--- config.mk ---
export PLATFORM = sky130hd
export DESIGN_NAME = env_flag_gen
export DESIGN_NICKNAME = d
export VERILOG_FILES = /design/src/rtl/envflag_pkg.sv /design/src/rtl/envflag_ctrl.sv /design/src/rtl/envflag_dp.sv /design/src/rtl/env_flag_gen.sv
export SDC_FILE = /design/constraint.sdc
export NUM_CORES = 1
export LEC_CHECK = 0
export BUFFER_PORTS_ARGS = -buffer_cell sky130_fd_sc_hd__buf_2
export CAP_MARGIN = 20
export CELL_PAD_IN_SITES_DETAIL_PLACEMENT = 2
export CELL_PAD_IN_SITES_GLOBAL_PLACEMENT = 2
export CORE_ASPECT_RATIO = 0.7
export CORE_MARGIN = 5
export CORE_UTILIZATION = 33
export DETAILED_ROUTE_END_ITERATION = 10
export GPL_ROUTABILITY_DRIVEN = 0
export PLACE_DENSITY_LB_ADDON = 0.1
export SETUP_SLACK_MARGIN = 0.3
export SYNTH_ARGS = -nofsm -noshare
export SYNTH_HDL_FRONTEND = slang
export SYNTH_SLANG_ARGS = --single-unit
--- constraint.sdc ---
create_clock -name clk -period 4.8 [get_ports clk]
set_input_delay 0.96 -clock clk [delete_from_list [all_inputs] [get_ports clk]]
set_output_delay 0.96 -clock clk [all_outputs]
set_load 0.01 [all_outputs]
--- src/rtl/envflag_pkg.sv ---
package envflag_pkg;

  typedef enum logic [1:0] {
    SRC_PEAK0 = 2'd0,
    SRC_PEAK1 = 2'd1,
    SRC_LOW   = 2'd2,
    SRC_CRST  = 2'd3
  } flagSrc_e;

  // strobes from control to datapath for the dwell counter and low flag
  typedef struct packed {
    logic cntClr;
    logic cntInc;
    logic lowSet;
    logic lowClr;
  } dwellStrobe_t;

endpackage

--- src/rtl/envflag_ctrl.sv ---
module envflag_ctrl
  import envflag_pkg::*;
#(
  parameter int DIV_A = 12,
  parameter int DIV_B = 16
) (
  input  logic         clk,
  input  logic         rstN,
  input  logic         decSel,
  input  logic         below,
  input  logic         atTerm,
  output dwellStrobe_t strobe
);

  localparam int DIV_MAX = (DIV_A > DIV_B) ? DIV_A : DIV_B;
  localparam int DIV_W   = $clog2(DIV_MAX);

  logic [DIV_W-1:0] tickCnt;
  logic [DIV_W-1:0] divLim;
  logic             tick;

  assign divLim = decSel ? DIV_W'(DIV_B - 1) : DIV_W'(DIV_A - 1);
  assign tick   = (tickCnt >= divLim);

  always_ff @(posedge clk) begin
    if (!rstN)     tickCnt <= '0;
    else if (tick) tickCnt <= '0;
    else           tickCnt <= tickCnt + 1'b1;
  end

  always_comb begin
    strobe.cntClr = !below;
    strobe.lowClr = !below;
    strobe.cntInc = below && tick && !atTerm;
    strobe.lowSet = below && tick && atTerm;
  end

  // ticks are isolated single-cycle pulses
  assert_tick_spacing_R6: assert property (@(posedge clk) disable iff (!rstN)
    tick |=> !tick);

  // a strobe never both clears and advances the dwell state
  assert_strobe_exclusive_R4: assert property (@(posedge clk) disable iff (!rstN)
    !(strobe.cntClr && (strobe.cntInc || strobe.lowSet)));

endmodule

--- src/rtl/envflag_dp.sv ---
module envflag_dp
  import envflag_pkg::*;
#(
  parameter int THR_W  = 12,
  parameter int MANT_W = 8,
  parameter int EXP_W  = 4,
  parameter int CNT_W  = 24,
  parameter int NFLAG  = 2
) (
  input  logic                  clk,
  input  logic                  rstN,
  input  logic [THR_W-1:0]      envMag,
  input  logic [THR_W-1:0]      peakThr0,
  input  logic [THR_W-1:0]      peakThr1,
  input  logic [THR_W-1:0]      lowThr,
  input  logic [MANT_W-1:0]     dwellMant,
  input  logic [EXP_W-1:0]      dwellExp,
  input  logic                  convReset,
  input  logic [NFLAG-1:0][1:0] flagSel,
  input  logic [NFLAG-1:0]      flagEn,
  input  logic [NFLAG-1:0]      orRstEn,
  input  dwellStrobe_t          strobe,
  output logic                  below,
  output logic                  atTerm,
  output logic [NFLAG-1:0]      flagOut
);

  logic             over0, over1;
  logic [CNT_W-1:0] terminal;
  logic [CNT_W-1:0] dwellCnt;
  logic             lowFlag;

  assign over0 = envMag > peakThr0;
  assign over1 = envMag > peakThr1;
  assign below = envMag < lowThr;

  assign terminal = {{(CNT_W-MANT_W){1'b0}}, dwellMant} << dwellExp;
  assign atTerm   = dwellCnt >= terminal;

  always_ff @(posedge clk) begin
    if (!rstN)               dwellCnt <= '0;
    else if (strobe.cntClr)  dwellCnt <= '0;
    else if (strobe.cntInc)  dwellCnt <= dwellCnt + 1'b1;
  end

  always_ff @(posedge clk) begin
    if (!rstN)               lowFlag <= 1'b0;
    else if (strobe.lowClr)  lowFlag <= 1'b0;
    else if (strobe.lowSet)  lowFlag <= 1'b1;
  end

  for (genvar i = 0; i < NFLAG; i++) begin : gFlag
    logic srcVal;
    always_comb begin
      unique case (flagSrc_e'(flagSel[i]))
        SRC_PEAK0: srcVal = over0 || (orRstEn[i] && convReset);
        SRC_PEAK1: srcVal = over1 || (orRstEn[i] && convReset);
        SRC_LOW:   srcVal = lowFlag;
        default:   srcVal = convReset;
      endcase
    end

    always_ff @(posedge clk) begin
      if (!rstN) flagOut[i] <= 1'b0;
      else       flagOut[i] <= flagEn[i] && srcVal;
    end

    assert_disabled_low_R8: assert property (@(posedge clk) disable iff (!rstN)
      !flagEn[i] |=> !flagOut[i]);

    assert_peak0_follow_R1: assert property (@(posedge clk) disable iff (!rstN)
      (flagEn[i] && flagSel[i] == 2'd0 && envMag > peakThr0) |=> flagOut[i]);

    assert_crst_follow_R7: assert property (@(posedge clk) disable iff (!rstN)
      (flagEn[i] && flagSel[i] == 2'd3 && convReset) |=> flagOut[i]);
  end

  assert_low_needs_below_R3: assert property (@(posedge clk) disable iff (!rstN)
    $rose(lowFlag) |-> $past(below));

  assert_excursion_clears_R4: assert property (@(posedge clk) disable iff (!rstN)
    !below |=> (!lowFlag && dwellCnt == '0));

endmodule

--- src/rtl/env_flag_gen.sv ---
module env_flag_gen
  import envflag_pkg::*;
#(
  parameter int THR_W  = 12,
  parameter int MANT_W = 8,
  parameter int EXP_W  = 4,
  parameter int CNT_W  = 24,
  parameter int DIV_A  = 12,
  parameter int DIV_B  = 16
) (
  input  logic              clk,
  input  logic              rstN,
  input  logic [THR_W-1:0]  envMag,
  input  logic [THR_W-1:0]  peakThr0,
  input  logic [THR_W-1:0]  peakThr1,
  input  logic [THR_W-1:0]  lowThr,
  input  logic [MANT_W-1:0] dwellMant,
  input  logic [EXP_W-1:0]  dwellExp,
  input  logic              decSel,
  input  logic              convReset,
  input  logic [1:0]        flagSel0,
  input  logic [1:0]        flagSel1,
  input  logic [1:0]        flagEn,
  input  logic [1:0]        orRstEn,
  output logic [1:0]        flagOut
);

  dwellStrobe_t    strobe;
  logic            below, atTerm;
  logic [1:0][1:0] selVec;

  assign selVec = {flagSel1, flagSel0};

  envflag_ctrl #(.DIV_A(DIV_A), .DIV_B(DIV_B)) uCtrl (
    .clk(clk), .rstN(rstN), .decSel(decSel),
    .below(below), .atTerm(atTerm), .strobe(strobe)
  );

  envflag_dp #(
    .THR_W(THR_W), .MANT_W(MANT_W), .EXP_W(EXP_W), .CNT_W(CNT_W), .NFLAG(2)
  ) uDp (
    .clk(clk), .rstN(rstN), .envMag(envMag),
    .peakThr0(peakThr0), .peakThr1(peakThr1), .lowThr(lowThr),
    .dwellMant(dwellMant), .dwellExp(dwellExp), .convReset(convReset),
    .flagSel(selVec), .flagEn(flagEn), .orRstEn(orRstEn),
    .strobe(strobe), .below(below), .atTerm(atTerm), .flagOut(flagOut)
  );

endmodule

# == Yosys cells after proc, flatten, opt, wreduce, memory -nomap -nowiden ==
# Index checks and enable logic that the tools add are counted.
# classes
muxes,3
reduce_logical,16
addsub,2
n_lt_le_gt_ge,5
shifts,1
n_eq_ne,4
bitwise,1
# ops
op,n
"adder 24 x 1 -> 24 bit, second input constant",1
greater-or-equal comparator 24 bit,1
> comparator 12 bit,2
<< shifter 8 x 4 -> 24 bit,1
< comparator 12 bit,1
logical AND 1 bit,7
one-hot mux 1 bit (3 select lines),2
"adder 4 x 1 -> 4 bit, second input constant",1
"equality test 2 x 1 -> 1 bit, second input constant",2
"equality test 2 bit, second input constant",2
greater-or-equal comparator 4 bit,1
logical NOT 2 bit,2
logical OR 1 bit,4
two-way mux 3 bit,1
AND reduction 2 bit,1
OR reduction 2 bit,1
logical NOT 1 bit,1
NOT 1 bit,1
# word_totals
out_inout_bits,2
register_bits,31
word_cells,37
inputBits,72

# == Longest topological paths before layout ==
# depth
word_depth,4
mapped_depth,14

# == Cells and area by module ==
# From an unflattened synthesis, not the netlist that was laid out.
# hier_totals
cells_unflattened,404
hier_area_um2,3165.5
# by_module_without_submodules
mod,area_per_inst_um2,cells_each,seq_area_each_um2,n_inst
envflag_dp,2961.6,382,540.5,1
envflag_ctrl,203.9,22,80.1,1

# == Worst setup path before layout ==
# Ideal clock, no wire load.
# synth_timing
path_type,input-to-reg
startpoint,input port dwellExp[1]
endpoint,register uDp.dwellCnt[3]
path_buffers,1
required_time_ns,4.682
setup_time_ns,0.118
stages,12
t_arrival_ns,3.538
path_slack_ns,1.144
path_cell_list,buf_1 -> mux2i_1 -> mux2i_1 -> mux2i_1 -> a2bb2oi_1 -> ha_1 -> a21oi_1 -> o21ai_1 -> a2111oi_2 -> o21ai_2 -> or4b_4 -> mux2i_1
# synth_between
elab_chain_cells,4
# synth_lines
item,line,text
start: declaration,env_flag_gen.sv:18,"input logic [EXP_W-1:0] dwellExp,"
<< shifter 8 x 4 -> 24 bit,envflag_dp.sv:37,"assign terminal = {{(CNT_W-MANT_W){1'b0}}, dwellMant} << dwellExp;"
greater-or-equal comparator 24 bit,envflag_dp.sv:38,assign atTerm = dwellCnt >= terminal;
logical NOT 1 bit,envflag_ctrl.sv:34,strobe.cntInc = below && tick && !atTerm;
logical AND 1 bit,envflag_ctrl.sv:34,
end signal: assignment,envflag_dp.sv:43,else if (strobe.cntInc) dwellCnt <= dwellCnt + 1'b1;
end: declaration,envflag_dp.sv:30,logic [CNT_W-1:0] dwellCnt;
# Every way passes these cells.
# A chain may end at the register's enable or synchronous reset.

# == Final worst setup path ==
# layout_timing
startpoint,input port dwellExp[1]
endpoint,register uDp.dwellCnt[13]
# The elaborated chain is that of the path after synthesis.

==> metrics <==
Distinct cells, synth 49; post-route ant nets 0; vias in the first global route 3797; Avg Cell Area, Syn 8.189 sq um; Final HPWL DP 9941 um; commonest non-fill, non-tap cell in the layout buf_2; initial antenna violation count 0; nature of the critical path endpoint flip-flop; Fin Clk Skew 0.003225 ns; Die W 135.2 um; Synth warnings 0; share of the synthesized area in the top cell type 21.09%; total number of H-tree levels 2; CTS max path bufs 2; clk root buf clkbuf_16; # setup viols final 0; status completed; Worst Tran Pin Value 0.9238 ns; Worst Path Arrival 4.12 ns; Mapped Area 0.003620 sq mm; wire per inst 17.60 um; total power 0.8635 mW; antenna diode count 0; EDFF count, synth 0; syn nets 575; Area growth syn-to-layout 19.53%; die height 97.63 um; Slew Limit Headroom 37.89%; Worst setup SP type input port; Worst R2R End uDp.dwellCnt[13]; Leakage 1.984 nW; drt initial violations 121; Area contributors post-synth ha_1 (21%), dfxtp_1 (17%), mux2i_1 (11%), nor4_2 (6.6%), nand2_1 (5.5%); met1 usage 26.30%; Seq/Total Area, Yosys 17.14%; vias per cell 5.309; Clock Latency Late Sink 0.28 ns; Core Footprint 0.01089 sq mm; Worst Reg-to-Reg Cells 8; nets 643; Post-CTS Hold Buffers 0; HP Start uCtrl.tickCnt[0]; hold path depth 1; total congestion overflow 0; worst hold path class reg2reg; Synth Instances 442; final count of pins violating max slew 0; prevailing post-synth register cell dfxtp_1; die area 0.01320 sq mm; maximum VDD drop 116.0 uV; clk sinks 31; I/O pins 74; Power Density 199.6 mW/mm^2; post-CTS sizing 0; WS Path Type in2reg; Final Hold Fails 0; Post-Place Cell Area 0.004153 sq mm; Initial DRT Pass Iterations 5; vias post-DR 3525; CP max FO 12; CTS tree done; Post-Route WL 11690 um; Setup TNS 0 ns; largest net degree at the start of global routing 37; row cnt 32; Synth Register Bits 31; Hold EP uCtrl.tickCnt[0]; Util after Layout 39.73%; most frequent cells in the layout buf_2 (73), ha_1 (61), nand2_1 (53); ys async rst share 0%; DRC viols 0; Starting Density 33.24%; FMAX 0.2556 GHz; port buffer count 73; GR Util met2 28.98%; worst r2r src uDp.dwellCnt[13]; r2r setup slk 2.25 ns; first-pass GRT wire length 19540 um; gr busiest metal met2; Tcrit/Tclk final 81.51%; clock-pin slew on the worst setup and hold paths 0.05 ns; TritonCTS buffer count 5; Required @ worst endpoint 5.01 ns; gr usage total 18.25%; post-route cell area 0.004327 sq mm; grt met3 use 2.847%; Max-Cap Viols 0; dominant cell type by area after synthesis ha_1; RSZ-0062 raised after global routing false; post-CTS setup repair buffer count 0; layout cells sized above 1 23.68%; fin crit period 3.913 ns
report_power, final:
part / internal (mW) / switching, mW
combinational: 0.0946 / 0.124
sequential: 0.261 / 0.00192
clock: 0.258 / 0.124
total: 0.613 / 0.250
registers in the layout, indices dropped and copies added (netlist names):
signal and cells:
uDp.flagOut 2, uDp.dwellCnt 24, uCtrl.tickCnt 4, uDp.lowFlag 1
cell families (layout without fill, tap and decap cells):
family                   Yosys count  in the layout  share of synthesized area [%]
AO/OA/AOI/OAI                     74             74                          14.24
buffers and inverters             59            128                          6.464
AND/OR/NAND/NOR                  173            173                          28.86
adder cells (fa/ha/maj)           61             61                          21.09
XOR/XNOR                           2              2                         0.4840
flip-flops                        31             31                          17.14
multiplexers                      42             42                          11.72
Yosys cell counts, types with 5 or more instances:
| cell type | count |
|---|---|
| dfxtp_1 | 31 |
| nand2_1 | 53 |
| inv_1 | 41 |
| and4_1 | 5 |
| ha_1 | 61 |
| and3_1 | 7 |
| nand2b_1 | 23 |
| nand3_1 | 14 |
| nor4_2 | 19 |
| a21oi_1 | 22 |
| nor2_1 | 17 |
| buf_2 | 10 |
| a211o_1 | 6 |
| nor2b_1 | 5 |
| mux2i_1 | 39 |
| o211ai_1 | 7 |
| nand4_1 | 15 |
| a21o_1 | 12 |
routing by layer:
| layer | part of all wire, % | routed length [um] | vias up |
|---|---|---|---|
| met5 | 0 | 0 | - |
| met4 | 0.77 | 90 | 0 |
| met3 | 2.0 | 231 | 9 |
| met2 | 46 | 5322 | 30 |
| met1 | 52 | 6043 | 1753 |
| li1 | - | - | 1733 |
layout make-up:
| type | instances | area (sq um) |
|---|---|---|
| multi-input cells | 352 | 2776 |
| well taps | 153 | 191.4 |
| clock buffers | 6 | 138.9 |
| flip-flops and latches | 31 | 620.6 |
| inverters | 41 | 153.9 |
| fillers | 1296 | 6564 |
| repair buffers | 79 | 410.4 |
| clock inverters | 2 | 35.03 |
metrics by stage:
| step | setup WS [ns] | std cells | hold WS (ns) |
|---|---|---|---|
| finish | 0.8875 | 664 | 0.4570 |
| global route | 0.6227 | 664 | 0.4681 |
| global placement | 0.7389 | 656 | 0.4307 |
| floorplan | 1.144 | 442 | 0.4175 |
| detailed placement | 0.5955 | 656 | 0.4502 |
| CTS | 0.8787 | 664 | 0.4579 |
critical path, cell delays in order:
cell	delay, ns
buf_2	0.24
mux2i_1	0.31
mux2i_1	0.15
mux2i_1	0.22
a2bb2oi_1	0.23
ha_1	0.28
a21oi_1	0.14
o21ai_1	0.09
a2111oi_2	0.39
o21ai_2	0.28
buf_4	0.29
nor4_2	0.30
mux2i_1	0.23
worst max path at each step:
stage,cells after the start,from,endpoint,slack (ns)
2_1_floorplan,12,dwellExp[1],uDp.dwellCnt[3],1.14
3_3_place_gp,13,dwellExp[1],uDp.dwellCnt[12],0.74
3_5_place_dp,13,dwellExp[1],uDp.dwellCnt[13],0.60
4_1_cts,13,dwellExp[1],uDp.dwellCnt[13],0.88
5_1_grt,13,dwellExp[1],uDp.dwellCnt[19],0.62
6_report,13,dwellExp[1],uDp.dwellCnt[13],0.89
No activity file was read; power rests on OpenSTA's default activity.
